$ cat config.mk
export PLATFORM = sky130hd
export DESIGN_NAME = cc_timer
export DESIGN_NICKNAME = d
export VERILOG_FILES = /design/src/rtl/cc_timer_pkg.sv /design/src/rtl/cct_sync_edge.sv /design/src/rtl/cct_timebase.sv /design/src/rtl/cct_channel.sv /design/src/rtl/cc_timer.sv
export SDC_FILE = /design/constraint.sdc
export NUM_CORES = 1
export LEC_CHECK = 0
export BUFFER_PORTS_ARGS = -buffer_cell sky130_fd_sc_hd__clkbuf_2
export CORE_AREA = 8 8 203 205
export CTS_CLUSTER_SIZE = 28
export DETAILED_ROUTE_END_ITERATION = 12
export DIE_AREA = 0 0 211 213
export GPL_ROUTABILITY_DRIVEN = 0
export PLACE_DENSITY = 0.47
export SYNTH_ARGS = -nofsm -noshare
export SYNTH_HDL_FRONTEND = slang
export SYNTH_SLANG_ARGS = --single-unit
$ cat constraint.sdc
create_clock -name clk -period 4.2 [get_ports clk]
set_input_delay 0.21 -clock clk [delete_from_list [all_inputs] [get_ports clk]]
set_output_delay 0.21 -clock clk [all_outputs]
set_load 0.005 [all_outputs]
$ cat src/rtl/cc_timer_pkg.sv
`timescale 1ns/1ps
package cc_timer_pkg;
  // register addresses
  localparam int A_CTRL = 0;
  localparam int A_PSC  = 1;
  localparam int A_ARR  = 2;
  localparam int A_CHM  = 3;
  localparam int A_CCR0 = 4;
  localparam int A_STAT = 8;
  localparam int A_CNT  = 9;

  // count modes
  localparam logic [1:0] CM_UP   = 2'd0;
  localparam logic [1:0] CM_DOWN = 2'd1;
  localparam logic [1:0] CM_UPDN = 2'd2;

  // clock sources
  localparam logic [1:0] SRC_INT = 2'd0;
  localparam logic [1:0] SRC_EXT = 2'd1;
  localparam logic [1:0] SRC_CH0 = 2'd2;

  // channel modes
  localparam logic [1:0] CH_CAP = 2'd0;
  localparam logic [1:0] CH_CMP = 2'd1;
  localparam logic [1:0] CH_PWM = 2'd2;
  localparam logic [1:0] CH_OPM = 2'd3;
endpackage

$ cat src/rtl/cct_sync_edge.sv
`timescale 1ns/1ps
module cct_sync_edge #(
  parameter int W      = 1,
  parameter int STAGES = 2
) (
  input  logic         clk,
  input  logic         rst,
  input  logic [W-1:0] din,
  output logic [W-1:0] rise
);
  logic [W-1:0] st [STAGES];
  logic [W-1:0] prev;

  always_ff @(posedge clk) begin
    if (rst) begin
      for (int k = 0; k < STAGES; k++) st[k] <= '0;
      prev <= '0;
    end else begin
      st[0] <= din;
      for (int k = 1; k < STAGES; k++) st[k] <= st[k-1];
      prev <= st[STAGES-1];
    end
  end

  assign rise = st[STAGES-1] & ~prev;
endmodule

$ cat src/rtl/cct_timebase.sv
`timescale 1ns/1ps
module cct_timebase
  import cc_timer_pkg::*;
#(
  parameter int DW = 16
) (
  input  logic          clk,
  input  logic          rst,
  input  logic          run,
  input  logic          src_pulse,
  input  logic [1:0]    cmode,
  input  logic [DW-1:0] psc_pre,
  input  logic [DW-1:0] arr,
  input  logic          cnt_wr,
  input  logic [DW-1:0] cnt_wdata,
  output logic [DW-1:0] cnt,
  output logic          upd,
  output logic          wrap
);
  logic [DW-1:0] psc_act, psc_cnt, nxt;
  logic          dir, dir_n, at_end, tick;

  assign tick = run && src_pulse && (psc_cnt >= psc_act);

  // next counter value and period-end detection per count mode
  always_comb begin
    dir_n  = dir;
    at_end = 1'b0;
    nxt    = cnt;
    case (cmode)
      CM_DOWN: begin
        at_end = (cnt == '0);
        nxt    = at_end ? arr : cnt - 1'b1;
      end
      CM_UPDN: begin
        if (!dir) begin
          if (cnt >= arr) begin
            at_end = 1'b1;
            dir_n  = 1'b1;
            nxt    = (arr == '0) ? '0 : arr - 1'b1;
          end else begin
            nxt = cnt + 1'b1;
          end
        end else begin
          if (cnt == '0) begin
            at_end = 1'b1;
            dir_n  = 1'b0;
            nxt    = (arr == '0) ? '0 : DW'(1);
          end else begin
            nxt = cnt - 1'b1;
          end
        end
      end
      default: begin
        at_end = (cnt >= arr);
        nxt    = at_end ? '0 : cnt + 1'b1;
      end
    endcase
  end

  assign wrap = tick && at_end && !cnt_wr;

  always_ff @(posedge clk) begin
    if (rst) begin
      psc_act <= '0;
      psc_cnt <= '0;
      cnt     <= '0;
      dir     <= 1'b0;
      upd     <= 1'b0;
    end else begin
      upd <= wrap;
      if (!run) begin
        psc_act <= psc_pre;
        psc_cnt <= '0;
      end else begin
        if (src_pulse) psc_cnt <= (psc_cnt >= psc_act) ? '0 : psc_cnt + 1'b1;
        if (wrap) psc_act <= psc_pre;
      end
      if (cnt_wr) begin
        cnt <= cnt_wdata;
        dir <= 1'b0;
      end else if (tick) begin
        cnt <= nxt;
        dir <= dir_n;
      end
    end
  end
endmodule

$ cat src/rtl/cct_channel.sv
`timescale 1ns/1ps
module cct_channel
  import cc_timer_pkg::*;
#(
  parameter int DW = 16
) (
  input  logic          clk,
  input  logic          rst,
  input  logic [1:0]    mode,
  input  logic          run,
  input  logic [DW-1:0] cnt,
  input  logic          val_wr,
  input  logic [DW-1:0] val_wdata,
  input  logic          cap_rise,
  input  logic          flag_clr,
  output logic [DW-1:0] val,
  output logic          flag,
  output logic          out
);
  logic cap_hit;
  assign cap_hit = (mode == CH_CAP) && cap_rise;

  always_ff @(posedge clk) begin
    if (rst) begin
      val  <= '0;
      flag <= 1'b0;
      out  <= 1'b0;
    end else begin
      if (val_wr)       val <= val_wdata;
      else if (cap_hit) val <= cnt;

      if (cap_hit)       flag <= 1'b1;
      else if (flag_clr) flag <= 1'b0;

      case (mode)
        CH_CMP:  out <= run && (cnt == val);
        CH_PWM,
        CH_OPM:  out <= run && (cnt < val);
        default: out <= 1'b0;
      endcase
    end
  end
endmodule

$ cat src/rtl/cc_timer.sv
`timescale 1ns/1ps
module cc_timer
  import cc_timer_pkg::*;
#(
  parameter int DW   = 16,
  parameter int NCH  = 4,
  parameter int SYNC = 2,
  parameter int AW   = 4
) (
  input  logic           clk,
  input  logic           rst,
  input  logic           wr_en,
  input  logic [AW-1:0]  wr_addr,
  input  logic [DW-1:0]  wr_data,
  input  logic [AW-1:0]  rd_addr,
  output logic [DW-1:0]  rd_data,
  input  logic           ext_clk,
  input  logic [NCH-1:0] ch_in,
  output logic [NCH-1:0] ch_out,
  output logic           upd
);
  localparam int MW = 2 * NCH;

  logic           run_q;
  logic [1:0]     cmode_q, src_q;
  logic [DW-1:0]  psc_pre_q, arr_q, cnt_q;
  logic [MW-1:0]  chm_q;
  logic [NCH*DW-1:0] ccr_flat;
  logic [NCH-1:0] cap_flag;
  logic [NCH:0]   rise;
  logic           src_pulse, wrap, op_any;
  logic           wr_ctrl, wr_psc, wr_arr, wr_chm, wr_stat, wr_cnt;
  logic [DW-1:0]  rd_mux;

  // input synchronizers: bit 0 external clock, bits NCH:1 channel pins
  cct_sync_edge #(.W(NCH+1), .STAGES(SYNC)) u_sync (
    .clk(clk), .rst(rst), .din({ch_in, ext_clk}), .rise(rise)
  );

  always_comb begin
    case (src_q)
      SRC_INT: src_pulse = 1'b1;
      SRC_EXT: src_pulse = rise[0];
      SRC_CH0: src_pulse = rise[1];
      default: src_pulse = 1'b0;
    endcase
  end

  assign wr_ctrl = wr_en && (wr_addr == AW'(A_CTRL));
  assign wr_psc  = wr_en && (wr_addr == AW'(A_PSC));
  assign wr_arr  = wr_en && (wr_addr == AW'(A_ARR));
  assign wr_chm  = wr_en && (wr_addr == AW'(A_CHM));
  assign wr_stat = wr_en && (wr_addr == AW'(A_STAT));
  assign wr_cnt  = wr_en && (wr_addr == AW'(A_CNT));

  always_comb begin
    op_any = 1'b0;
    for (int i = 0; i < NCH; i++)
      if (chm_q[2*i +: 2] == CH_OPM) op_any = 1'b1;
  end

  always_ff @(posedge clk) begin
    if (rst) begin
      run_q     <= 1'b0;
      cmode_q   <= CM_UP;
      src_q     <= SRC_INT;
      psc_pre_q <= '0;
      arr_q     <= '0;
      chm_q     <= '0;
    end else begin
      if (wr_ctrl) begin
        run_q   <= wr_data[0];
        cmode_q <= wr_data[2:1];
        src_q   <= wr_data[4:3];
      end
      // one-pulse stop wins over a simultaneous control write
      if (wrap && op_any) run_q <= 1'b0;
      if (wr_psc) psc_pre_q <= wr_data;
      if (wr_arr) arr_q     <= wr_data;
      if (wr_chm) chm_q     <= wr_data[MW-1:0];
    end
  end

  cct_timebase #(.DW(DW)) u_tb (
    .clk(clk), .rst(rst), .run(run_q), .src_pulse(src_pulse),
    .cmode(cmode_q), .psc_pre(psc_pre_q), .arr(arr_q),
    .cnt_wr(wr_cnt), .cnt_wdata(wr_data),
    .cnt(cnt_q), .upd(upd), .wrap(wrap)
  );

  for (genvar g = 0; g < NCH; g++) begin : g_ch
    logic val_wr;
    assign val_wr = wr_en && (wr_addr == AW'(A_CCR0 + g));
    cct_channel #(.DW(DW)) u_ch (
      .clk(clk), .rst(rst), .mode(chm_q[2*g +: 2]), .run(run_q),
      .cnt(cnt_q), .val_wr(val_wr), .val_wdata(wr_data),
      .cap_rise(rise[g+1]), .flag_clr(wr_stat && wr_data[g]),
      .val(ccr_flat[g*DW +: DW]), .flag(cap_flag[g]), .out(ch_out[g])
    );
  end

  always_comb begin
    rd_mux = '0;
    case (rd_addr)
      AW'(A_CTRL): rd_mux = DW'({src_q, cmode_q, run_q});
      AW'(A_PSC):  rd_mux = psc_pre_q;
      AW'(A_ARR):  rd_mux = arr_q;
      AW'(A_CHM):  rd_mux = DW'(chm_q);
      AW'(A_STAT): rd_mux = DW'(cap_flag);
      AW'(A_CNT):  rd_mux = cnt_q;
      default: begin
        for (int i = 0; i < NCH; i++)
          if (rd_addr == AW'(A_CCR0 + i)) rd_mux = ccr_flat[i*DW +: DW];
      end
    endcase
  end

  always_ff @(posedge clk) begin
    if (rst) rd_data <= '0;
    else     rd_data <= rd_mux;
  end
endmodule

==> run summary <==
The number of nets handed over by synthesis was 1,808. For the via count of the first global-routing pass, the log shows 11.7k. For the achievable frequency, the log shows 300 MHz. The clock period could shrink to 3.33 ns. The worst-case vdd ir drop was 270 uV; the adder-cell share of the synthesized area was 9.97%. In the final routed layout, each cell accounts on average for 22.4 um.

The core region area was 38,100 um2. The xor/xnor share of the synthesized area works out to 3.36%. The remaining global-route overflow came out at 0.

In the post-synthesis netlist, the cell with the most instances is nor2_1. The repair_antennas step left the layout with diodes totalling 0. The run gives 5 as the count of TritonRoute iterations in the first routing pass.

The power per unit of standard cell area works out to 297 nW/um2. The worst setup path is launched from a flop. Sorting the synthesized cells by area gives the leading types as dfxtp_1, ha_1, nor2_1, a21oi_1, mux2i_1. The first global-routing pass estimated 74,700 um of wire. The effective utilization at floorplan was 34.2%; the area occupied by multi-input gates was 8180 um2. TritonCTS built the clock tree. The maximum fanout count along the critical path was 34; the smallest hold slack was 0.120 ns. Of the total synthesized cell area, the portion taken by AND, OR, NAND and NOR gates is 20.0%. In this run the mean area of a mapped cell was 7.80 um2. Measured against the total synthesized area, the mux share comes to 6.44%.

For the summed negative setup slack over all endpoints, the log shows 0 ns. Placement row count: 72. The detailed-route wire length on metal 1 was 22,200 um; the net total in the final layout was 1,805. The detail route stage leaves a number of antenna-violating nets equal to 0. After detailed routing, the number of remaining DRC violations is 0. The tools report the hold violation count in the final report as 0. The die covers 44,900 um2. For the count of final max-slew check failures, the log shows 0.

The async set-or-reset flop fraction in the synthesized netlist is 0%, and the number of buffers inserted by post-CTS setup repair is 0. The later-pin clock latency in the skew report was 0.46 ns. The fraction of the mapped netlist area in compound gates is 22.5%, and the initial antenna violation count is 1.

The number of max-cap violations is 0. The synthesized flop and latch total is 198, and the total vias in the final route is 12.3k. The Yosys step of the flow raised 0 warnings.

Met2 wire length: 22,900 um. The run finished with clean final reports. The worst setup path is captured at a flop. For this design, the CTS-stage hold fixing added 5 buffers. During placement, the flow inserted port buffers numbering 52. For the global-route total usage across every layer, the log shows 21.9%. The overall die height came out at 213 um. Transition time at the pin with the least slew margin: 1.29 ns. The synthesized design spends more area on one cell type than any other, namely dfxtp_1. 53 I/O pins were placed. Sum of net half-perimeters after detailed placement: 35,900 um.

The H-tree level count is 4. The area growth from synthesis to layout is 10.9%. By area, the combinational part of the netlist is dominated by compound AO/OA/AOI/OAI gates. In the routed layout, each cell is associated on average with a via count of 5.59. The starting DRC count in detailed routing is 1,242. Count of different cell masters after synthesis: 76.

For this design, the sink count on the clock tree is 198. Wire segments on met3 add up to 2800 um in the final route. Entering global routing, the biggest net connects 82 pins.

The critical path in this run is classified as reg2reg. Counting along the longest clock path gives a buffer depth of 2. Summed over all layers, the routed wires come to 49,200 um.

The highest signal layer in the routed design is met5. Ranked by instance count, the synthesized netlist is headed by nor2_1, dfxtp_1, a21oi_1. Buffers inserted during clock tree synthesis total 17. Yosys mapped a number of flops with a built-in enable equal to 0.

For this design the static power due to leakage is 5.45 nW. The logs give 38.0% for the core utilization of the finished layout and 3960 um2 for the area of all sequential standard cells. The min-delay analysis places its worst path in the category in2reg. The fraction of layout cells with a size suffix above 1 is 9.99%. The filler cell count in the final layout came out at 3,988. The share of the Yosys chip area taken by registers is 30.4%. The floorplan step set the die width to 211 um.

In this run the clock root is driven by a clkbuf_16. Area share of the leading cell type in the synthesized netlist: 30.4%. Setup repair after global routing left no endpoint under its margin. After technology mapping, the gate count stands at 1,672. STA puts the critical path data arrival time at 3.69 ns. Setup violations remaining at the end of the flow were counted as 0. For the worst slew margin relative to its limit, the log shows 14.0%. Among all flip-flop cells after synthesis, the most frequent one is dfxtp_1. The data required time of the critical path was 4.56 ns.

Clock transition at the register clock pins on the worst setup and hold paths after CTS: 0.08 ns. The setup clock skew after layout came out at 0.0130 ns. After synthesis the cells add up to 13,000 um2. Share of the cycle needed by the critical path after routing: 79.4%. For the count of instances resized after the clock tree is built, the log shows 0.
==> metrics by stage <==
| stage | power (W) | setup slack (ns) | std cells | instance area (um2) |
|---|---|---|---|---|
| global placement | 0.00267 | 0.965 | 2163 | 13900 |
| CTS | 0.00433 | 0.920 | 2200 | 14500 |
| floorplan | 0.00242 | 1.02 | 1672 | 13000 |
| global route | 0.00446 | 0.584 | 2200 | 14500 |
| finish | 0.00430 | 0.867 | 2200 | 14500 |
| detailed placement | 0.00266 | 0.950 | 2163 | 13900 |
==> flip-flops by register name, indices dropped and copies added, names as in the netlist, 2 cells and up <==
register	flops
u_tb.psc_cnt	16
psc_pre_q	16
u_sync.st	10
chm_q	8
arr_q	16
g_ch.u_ch.flag	4
u_tb.psc_act	16
u_sync.prev	5
g_ch.u_ch.val	64
g_ch.u_ch.out	4
u_tb.cnt	16
cmode_q	2
rd_data	16
src_q	2
==> path summary, 6_finish.rpt <==
kind / slack (ns) / end / start / depth (start not counted)
hold / removal: 0.12 / psc_pre_q[15] / wr_data[15] / 3
hold reg to reg: 0.44 / u_sync.st[0][8] / u_sync.st[0][3] / 1
setup / recovery: 0.87 / u_tb.psc_act[4] / u_tb.cnt[0] / 11
setup reg to reg: 0.87 / u_tb.psc_act[4] / u_tb.cnt[0] / 11
==> cell usage in the layout (no fill, tap or decap), types with 17 or more instances in the layout <==
master     instances
nand2_1          131
and3_1            26
nor3_1            35
buf_4             51
mux2i_1           57
o21a_1            21
a211oi_1          75
nor2b_1           29
inv_1            114
xnor2_1           29
a21oi_1          150
clkbuf_2          51
a21boi_0          18
nor2_1           209
nand3_1           42
xor2_1            21
dfxtp_1          198
ha_1             104
clkbuf_16         17
nand4_1           27
o211ai_1          20
o21ai_0           47
==> final cells by class <==
| cell class | count | area share (%) |
|---|---|---|
| multi-input combinational | 1230 | 56.5 |
| tap | 518 | 4.48 |
| sequential | 198 | 27.4 |
| clock inverter | 14 | 0.873 |
| timing repair buffer | 107 | 4.75 |
| inverter | 115 | 2.98 |
| clock buffer | 18 | 3.03 |
==> kinds of logic (layout without fill, tap and decap cells) <==
kind of cell,Yosys count,after routing
AOI/OAI and AO/OA,446,446
xor gates and xnor gates,50,50
adders and majority gates,104,104
buffers and inverters,244,254
DFF,198,198
muxes,70,70
and+or+nand+nor,560,560
==> power breakdown <==
part | internal (W) | switching (W) | leakage [nW]
clock | 0.000805 | 0.000861 | 0.278
sequential | 0.00191 | 0.0000305 | 1.60
combinational | 0.000227 | 0.000464 | 3.57
==> worst max-delay path, stage by stage, from the launching register on <==
cell      delay [ns]
dfxtp_1         0.67
inv_1           0.12
ha_1            0.28
nand2b_1        0.14
a2111o_1        0.47
a311oi_2        0.21
buf_4           0.27
a21oi_1         0.10
o211ai_1        0.21
buf_4           0.36
a21boi_0        0.17
o21a_1          0.19
==> routing by layer <==
metal,vias to the layer above,global-route usage [%]
li1,5945,-
met1,5822,29.3
met2,445,35.9
met3,78,2.82
met4,2,7.53
met5,-,0
(Power assumes the default switching activity.)
